### config.mk
export PLATFORM = sky130hd
export DESIGN_NAME = mcc_seq_ctrl
export DESIGN_NICKNAME = d
export VERILOG_FILES = /design/src/rtl/mcc_pkg.sv /design/src/rtl/mcc_next_state.sv /design/src/rtl/mcc_out_decode.sv /design/src/rtl/mcc_seq_ctrl.sv
export SDC_FILE = /design/constraint.sdc
export NUM_CORES = 1
export LEC_CHECK = 0
export BUFFER_PORTS_ARGS = -buffer_cell sky130_fd_sc_hd__buf_2
export CAP_MARGIN = 15
export CORE_AREA = 2 2 39 41
export DETAILED_ROUTE_END_ITERATION = 7
export DIE_AREA = 0 0 41 43
export SKIP_CTS_REPAIR_TIMING = 1
export SYNTH_ARGS = -nofsm -noshare
export SYNTH_HDL_FRONTEND = slang
export SYNTH_SLANG_ARGS = --single-unit
### constraint.sdc
create_clock -name clk -period 1.9 [get_ports clk]
set_input_delay 0.38 -clock clk [delete_from_list [all_inputs] [get_ports clk]]
set_output_delay 0.38 -clock clk [all_outputs]
set_load 0.02 [all_outputs]
### src/rtl/mcc_pkg.sv
package mcc_pkg;

    localparam int OPC_W = 6;
    localparam int SEL_W = 2;

    typedef enum logic [3:0] {
        ST_FETCH  = 4'd0,
        ST_DECODE = 4'd1,
        ST_ADDR   = 4'd2,
        ST_LDRD   = 4'd3,
        ST_LDWB   = 4'd4,
        ST_STWR   = 4'd5,
        ST_AEXE   = 4'd6,
        ST_AWB    = 4'd7,
        ST_BRN    = 4'd8,
        ST_JMP    = 4'd9
    } st_e;

    localparam logic [OPC_W-1:0] OP_ARITH = 6'b000000;
    localparam logic [OPC_W-1:0] OP_JUMP  = 6'b000010;
    localparam logic [OPC_W-1:0] OP_BEQ   = 6'b000100;
    localparam logic [OPC_W-1:0] OP_LOAD  = 6'b100011;
    localparam logic [OPC_W-1:0] OP_STORE = 6'b101011;

    typedef struct packed {
        logic             pc_wr;
        logic             pc_wr_cond;
        logic             addr_alu;
        logic             mem_rd;
        logic             mem_wr;
        logic             ir_ld;
        logic             wb_mem;
        logic [SEL_W-1:0] pc_src;
        logic [SEL_W-1:0] alu_mode;
        logic [SEL_W-1:0] b_sel;
        logic             a_sel;
        logic             rf_wr;
        logic             dst_rd;
    } ctl_t;

    typedef struct packed {
        st_e  st;
        logic bad;
    } seq_t;

endpackage

### src/rtl/mcc_next_state.sv
module mcc_next_state
    import mcc_pkg::*;
(
    input  st_e              st,
    input  logic [OPC_W-1:0] opcode,
    output st_e              st_nx,
    output logic             bad_nx
);
    always_comb begin
        st_nx  = ST_FETCH;
        bad_nx = 1'b0;
        unique case (st)
            ST_FETCH:  st_nx = ST_DECODE;
            ST_DECODE: begin
                if (opcode == OP_ARITH)      st_nx = ST_AEXE;
                else if (opcode == OP_JUMP)  st_nx = ST_JMP;
                else if (opcode == OP_BEQ)   st_nx = ST_BRN;
                else if (opcode == OP_LOAD || opcode == OP_STORE) st_nx = ST_ADDR;
                else                         bad_nx = 1'b1;
            end
            ST_ADDR: begin
                if (opcode == OP_LOAD)       st_nx = ST_LDRD;
                else if (opcode == OP_STORE) st_nx = ST_STWR;
                else                         bad_nx = 1'b1;
            end
            ST_LDRD:   st_nx = ST_LDWB;
            ST_AEXE:   st_nx = ST_AWB;
            ST_LDWB, ST_STWR, ST_AWB, ST_BRN, ST_JMP: st_nx = ST_FETCH;
            default:   st_nx = ST_FETCH;
        endcase
    end
endmodule

### src/rtl/mcc_out_decode.sv
module mcc_out_decode
    import mcc_pkg::*;
(
    input  st_e  st,
    output ctl_t ctl
);
    always_comb begin
        ctl = '0;
        unique case (st)
            ST_FETCH: begin
                ctl.pc_wr  = 1'b1;
                ctl.mem_rd = 1'b1;
                ctl.ir_ld  = 1'b1;
                ctl.b_sel  = 2'b01;
            end
            ST_DECODE: ctl.b_sel = 2'b11;
            ST_ADDR: begin
                ctl.a_sel = 1'b1;
                ctl.b_sel = 2'b10;
            end
            ST_LDRD: begin
                ctl.mem_rd   = 1'b1;
                ctl.addr_alu = 1'b1;
            end
            ST_LDWB: begin
                ctl.rf_wr  = 1'b1;
                ctl.wb_mem = 1'b1;
            end
            ST_STWR: begin
                ctl.mem_wr   = 1'b1;
                ctl.addr_alu = 1'b1;
            end
            ST_AEXE: begin
                ctl.a_sel    = 1'b1;
                ctl.alu_mode = 2'b10;
            end
            ST_AWB: begin
                ctl.rf_wr  = 1'b1;
                ctl.dst_rd = 1'b1;
            end
            ST_BRN: begin
                ctl.a_sel      = 1'b1;
                ctl.alu_mode   = 2'b01;
                ctl.pc_src     = 2'b01;
                ctl.pc_wr_cond = 1'b1;
            end
            ST_JMP: begin
                ctl.pc_src = 2'b10;
                ctl.pc_wr  = 1'b1;
            end
            default: ctl = '0;
        endcase
    end
endmodule

### src/rtl/mcc_seq_ctrl.sv
module mcc_seq_ctrl
    import mcc_pkg::*;
(
    input  logic             clk,
    input  logic             rst,
    input  logic [OPC_W-1:0] opcode,
    output logic             pc_wr_en,
    output logic             pc_wr_if_zero,
    output logic             addr_sel_alu,
    output logic             mem_rd,
    output logic             mem_wr,
    output logic             instr_ld,
    output logic             wb_sel_mem,
    output logic [SEL_W-1:0] pc_src,
    output logic [SEL_W-1:0] alu_mode,
    output logic [SEL_W-1:0] alu_b_sel,
    output logic             alu_a_sel,
    output logic             rf_wr,
    output logic             rf_dst_rd,
    output logic             bad_op
);
    seq_t seq_d, seq_q;
    st_e  st_nx;
    logic bad_nx;
    ctl_t ctl;

    mcc_next_state u_next (
        .st     (seq_q.st),
        .opcode (opcode),
        .st_nx  (st_nx),
        .bad_nx (bad_nx)
    );

    mcc_out_decode u_dec (
        .st  (seq_q.st),
        .ctl (ctl)
    );

    always_comb begin
        seq_d.st  = st_nx;
        seq_d.bad = bad_nx;
    end

    always_ff @(posedge clk) begin
        if (rst) begin
            seq_q.st  <= ST_FETCH;
            seq_q.bad <= 1'b0;
        end else begin
            seq_q <= seq_d;
        end
    end

    assign pc_wr_en      = ctl.pc_wr;
    assign pc_wr_if_zero = ctl.pc_wr_cond;
    assign addr_sel_alu  = ctl.addr_alu;
    assign mem_rd        = ctl.mem_rd;
    assign mem_wr        = ctl.mem_wr;
    assign instr_ld      = ctl.ir_ld;
    assign wb_sel_mem    = ctl.wb_mem;
    assign pc_src        = ctl.pc_src;
    assign alu_mode      = ctl.alu_mode;
    assign alu_b_sel     = ctl.b_sel;
    assign alu_a_sel     = ctl.a_sel;
    assign rf_wr         = ctl.rf_wr;
    assign rf_dst_rd     = ctl.dst_rd;
    assign bad_op        = seq_q.bad;
endmodule

==> impl_metrics.tcl, run 1 <==
set metrics [dict create \
    cts.reportedPaths.clkPinSlew_ns 0.04 \
    fin_nets 89 \
    pwr-share-comb 0.230 \
    yosys_warnings 0 \
    p_switching_mw 0.0833 \
    synth_common_cells "dfxtp_1, nor2_1, nor3_1" \
    async_flop_share 0 \
    tritoncts "yes" \
    relSlewSlack 0.758 \
    die_x_um 41 \
    drcViolationCount 0 \
    cp_cell_sequence "nand2b_1 -> and3_1 -> buf_2" \
    grt_pass1_wl_um 1440 \
    htreeDepth 1 \
    syn2layout_area_growth_pct 39.6 \
    coreArea_mm2 0.00138 \
    required_ns 1.52 \
    rsz0062_at_grt "no" \
    crit_arrival_ns 1.41 \
    clkPwrFrac 0.389 \
    critical_path_class "register to primary output" \
    initial_core_util 0.304 \
    grt_use_total 0.116 \
    maxCapViolCount 0 \
    synth_edf_count 0 \
    hold_viol 0 \
    synth_seq_cells 5 \
    drtPass1Iterations 2 \
    grt_max_degree 14 \
    slew_viol_final 0 \
    synth_area_leader_cell "dfxtp_1" \
    drive_above_1_share 0.475 \
    syn_area_um2 420 \
    status "complete, no violations" \
    hold_path_class "input pin to register" \
    worstPathMaxFanout 12 \
    tns_ns 0 \
    first_global_vias 356 \
    ir_worst_vdd_v 0.000286 \
    viasPerCell 4.98 \
    max_freq_mhz 559 \
    synth_cell_types 30 \
    setup_violations 0 \
    synth_nets 63 \
    wl_um 1020 \
    die-area_mm2 0.00176 \
    cts.sinks 5 \
    leakage_nw 0.274 \
    hpwl_um 824 \
    tightest_slew_ns 0.363 \
    vias 478 \
    power_mw 0.303 \
    netlist.area_leader.share 0.238 \
    worst_path_max_delay_cell "dfxtp_1" \
    p_int_mw 0.220 \
    cts-buffers-inserted 3 \
    diodes 0 \
    sequentialPowerShare 0.381 \
    cpPeakStageDelay_ns 0.53 \
    clk_latency_ns 0.23 \
    numPortBuffers 24 \
    rows 14 \
    worstSetupStartpointType "register" \
    netlist_instances 55 \
    nFillCells 154 \
    synth_area_per_cell_um2 7.64 \
    switching_share 0.275 \
    min_period_ns 1.79 \
    antenna_found_initial 0 \
    finClkSkew_ns 0.00316 \
    synthTopCellsByArea "dfxtp_1, nand2b_1, nor3_1" \
    drtIter0Drc 1 \
    top_level_ports 25 \
    wl_per_cell_um 10.6 \
    gp_congestion 0.741 \
    clockBufferDepth 2 \
    gr-total-overflow 0 \
    end_kind "primary output" \
    period_share 0.942 \
    powerDensity_mw_per_mm2 517 \
    synth_top_flop_cell "dfxtp_1" \
    ys_seq_area_frac 0.238 \
    ant_nets 0 \
    die_h_um 43 \
    cts_root_buffer "clkbuf_4" \
]
-- worst paths after layout --
check | startpoint | endpoint | slack [ns] | cells after the start
worst min-delay path | rst | bad_op$_SDFF_PP0_ | 0.44 | 3
worst min register to register | seq_q[3]$_SDFF_PP0_ | seq_q[1]$_SDFF_PP0_ | 0.62 | 2
worst max-delay path | seq_q[1]$_SDFF_PP0_ | mem_rd | 0.11 | 3
worst max register to register | seq_q[1]$_SDFF_PP0_ | seq_q[3]$_SDFF_PP0_ | 0.36 | 5
-- critical path, delay by kind of cell, from the launching register on --
kind / cells / cell delay, ns
buffers and inverters: 1 / 0.15
DFF: 1 / 0.53
and+or+nand+nor: 2 / 0.49
-- placed cells by master (no fill, tap or decap), drive strengths merged --
cell	instances
nand3b	2
nor4b	1
buf	26
mux2	1
nand2	3
or4	1
nor2	6
o32a	1
o21ai	1
or2	2
a211o	1
a32oi	1
a21oi	4
and3	2
clkbuf	4
nor3	5
o21bai	1
nor3b	1
nand3	1
dfxtp	5
xnor2	2
nor4	2
a21boi	1
a21o	2
nand2b	4
-- flip-flops by register name, indices dropped and copies added, names as in the netlist --
| signal | count |
|---|---|
| bad_op | 1 |
| seq_q | 4 |
-- per-layer routing --
metal  vias up  routed length (um)  global-route usage
li1        249                   -                   -
met1       210                 485               0.152
met2        19                 461               0.184
met3         0                  72              0.0157
met4         0                   0              0.0400
met5         -                   0                   0
-- cell families (layout without fill, tap and decap cells) --
kind of cell    count (synthesis)  count (layout)  share of synthesized area
buf+inv                         5              30                     0.0595
compound gates                 12              12                      0.199
flops                           5               5                      0.238
simple gates                   30              30                      0.435
xor+xnor                        2               2                     0.0417
mux                             1               1                     0.0268
-- per-stage QoR --
step	hold slack [ns]	utilization	instance area, um2	std cells	setup slack, ns
floorplan	0.539	-	427	55	0.0527
global placement	0.659	0.402	557	92	0.310
detailed placement	0.665	0.402	557	92	0.278
CTS	0.423	0.421	583	96	0.0242
global route	0.449	0.424	587	96	0.0343
finish	0.438	0.424	587	96	0.110
-- layout make-up --
cell class                 instances  area [um2]  share of cell area
multi-input combinational         45         302               0.514
timing repair buffer              26         135               0.230
sequential                         5         104               0.177
clock buffer                       4        26.3              0.0448
tap                               16        20.0              0.0341
-- power by group through the flow --
stage               combinational, mW  clock, mW  sequential (mW)
floorplan                      0.0441          0            0.114
CTS                            0.0707      0.122            0.116
global placement               0.0702          0            0.117
finish                         0.0696      0.118            0.116
global route                   0.0763      0.127            0.116
detailed placement             0.0705          0            0.117
Power figures use the tool's default switching activity.
==> inputs of run 2 (changes only) <==
--- a/config.mk
+++ b/config.mk
@@ -10,6 +10,7 @@
 export CORE_AREA = 2 2 39 41
 export DETAILED_ROUTE_END_ITERATION = 7
 export DIE_AREA = 0 0 41 43
+export SETUP_SLACK_MARGIN = 0.4
 export SKIP_CTS_REPAIR_TIMING = 1
 export SYNTH_ARGS = -nofsm -noshare
 export SYNTH_HDL_FRONTEND = slang
==> impl_metrics.tcl, run 2 (synthesized netlist as in run 1, its figures left out) <==
set metrics [dict create \
    status "complete, no violations" \
    seq_area_um2 115 \
    tns_ns 0 \
    syn2layout_area_growth_pct 129 \
    cts.sinks 5 \
    layout_common_cells "buf_6, buf_2, buf_4" \
    path_delay_family "flip-flops" \
    htreeDepth 1 \
    setup_violations 0 \
    cts-buffers-inserted 3 \
    multiInputGateArea_um2 437 \
    die-area_mm2 0.00176 \
    reg2reg_setup_slack_ns 0.40 \
    die_h_um 43 \
    ff2ff_path_depth 6 \
    drtPass1Iterations 2 \
    die_x_um 41 \
    grt_use_total 0.139 \
    top_level_ports 25 \
    max_freq_mhz 600 \
    grt_max_degree 10 \
    crit_arrival_ns 1.29 \
    slew_viol_final 0 \
    mostFrequentLayoutCell "buf_6" \
    coreArea_mm2 0.00138 \
    ir_worst_vdd_v 0.000432 \
    cts_root_buffer "clkbuf_4" \
    diodes 0 \
    drive_above_1_share 0.755 \
    antenna_found_initial 0 \
    nFillCells 109 \
    path_buf_inv 1 \
    tightest_slew_ns 0.273 \
    cpPeakStageDelay_ns 0.37 \
    min_period_ns 1.67 \
    finClkSkew_ns 0.00574 \
    cp_cell_sequence "nand2b_4 -> mux2_2 -> nor2_4 -> buf_6" \
    ant_nets 0 \
    fin_area_um2 961 \
    initial_core_util 0.304 \
    wl_per_cell_um 12.6 \
    min_from "rst" \
    finalCoreUtilization 0.694 \
    drtIter0Drc 3 \
    rr_startpoint "seq_q[2]$_SDFF_PP0_" \
    relSlewSlack 0.816 \
    powerDensity_mw_per_mm2 367 \
    worst_path_max_delay_cell "dfxtp_4" \
    fin_nets 103 \
    rows 14 \
    tritoncts "yes" \
    drcViolationCount 0 \
    hold_viol 0 \
    rsz0062_at_grt "yes" \
    required_ns 1.52 \
    holdPathStages 3 \
    place_area_um2 643 \
    end_kind "primary output" \
    fin_hold_ws_ns 0.434 \
    vias 561 \
    leakage_nw 0.385 \
    cts.reportedPaths.clkPinSlew_ns 0.05 \
    hpwl_um 875 \
    gr-total-overflow 0 \
    gp_congestion 0.750 \
    maxCapViolCount 0 \
    min_to "bad_op$_SDFF_PP0_" \
    numPortBuffers 24 \
    critical_path_class "register to primary output" \
    worstPathMaxFanout 6 \
    regMostFlops "seq_q" \
    period_share 0.877 \
    hold_path_class "input pin to register" \
    largest_reg_flops 4 \
    clk_latency_ns 0.24 \
    grt_pass1_wl_um 1710 \
    viasPerCell 5.10 \
    wl_um 1390 \
    clockBufferDepth 2 \
    r2r-end "seq_q[2]$_SDFF_PP0_" \
    worstSetupStartpointType "register" \
    first_global_vias 427 \
]
run 2: final cells by class:
type                       count  area share
timing repair buffer          40       0.378
sequential                     5       0.120
tap                           16      0.0208
multi-input combinational     45       0.454
clock buffer                   4      0.0273
run 2: worst max-delay path by stage:
stage | start | end | slack (ns) | cells after the start
after floorplan | seq_q[4]$_SDFF_PP0_ | rf_wr | 0.32 | 4
after global placement | seq_q[3]$_SDFF_PP0_ | pc_wr_en | 0.26 | 4
after detailed placement | seq_q[3]$_SDFF_PP0_ | pc_wr_en | 0.23 | 4
after CTS | seq_q[3]$_SDFF_PP0_ | pc_wr_en | -0.03 | 4
after global routing | seq_q[3]$_SDFF_PP0_ | alu_a_sel | 0.19 | 4
final | seq_q[3]$_SDFF_PP0_ | alu_a_sel | 0.23 | 4
run 2: worst reg2reg max path: cells and delay by family (launching register included):
family	cells	cell delay [ns]
AO/OA/AOI/OAI	2	0.47
buffers and inverters	2	0.24
flip-flops	1	0.38
AND/OR/NAND/NOR	2	0.33
run 2: metal layers:
metal  up-vias  wire (um)  global-route usage
met2        22        761               0.222
met3         0         77              0.0471
met4         0          0              0.0400
li1        285          -                   -
met1       254        551               0.167
met5         -          0                   0
run 2: per-stage QoR:
stage / std cells / power, mW / setup WS [ns]
CTS: 100 / 0.325 / -0.0290
floorplan: 55 / 0.166 / 0.324
detailed placement: 96 / 0.201 / 0.231
global route: 110 / 0.375 / 0.187
finish: 110 / 0.352 / 0.233
global placement: 96 / 0.200 / 0.257
run 2: power by group:
part / total, mW / leakage [nW] / switching (mW) / internal (mW)
Sequential: 0.110 / 0.0437 / 0.00456 / 0.105
Combinational: 0.123 / 0.326 / 0.0569 / 0.0656
Clock: 0.120 / 0.0150 / 0.0411 / 0.0793
Total: 0.352 / 0.385 / 0.102 / 0.250
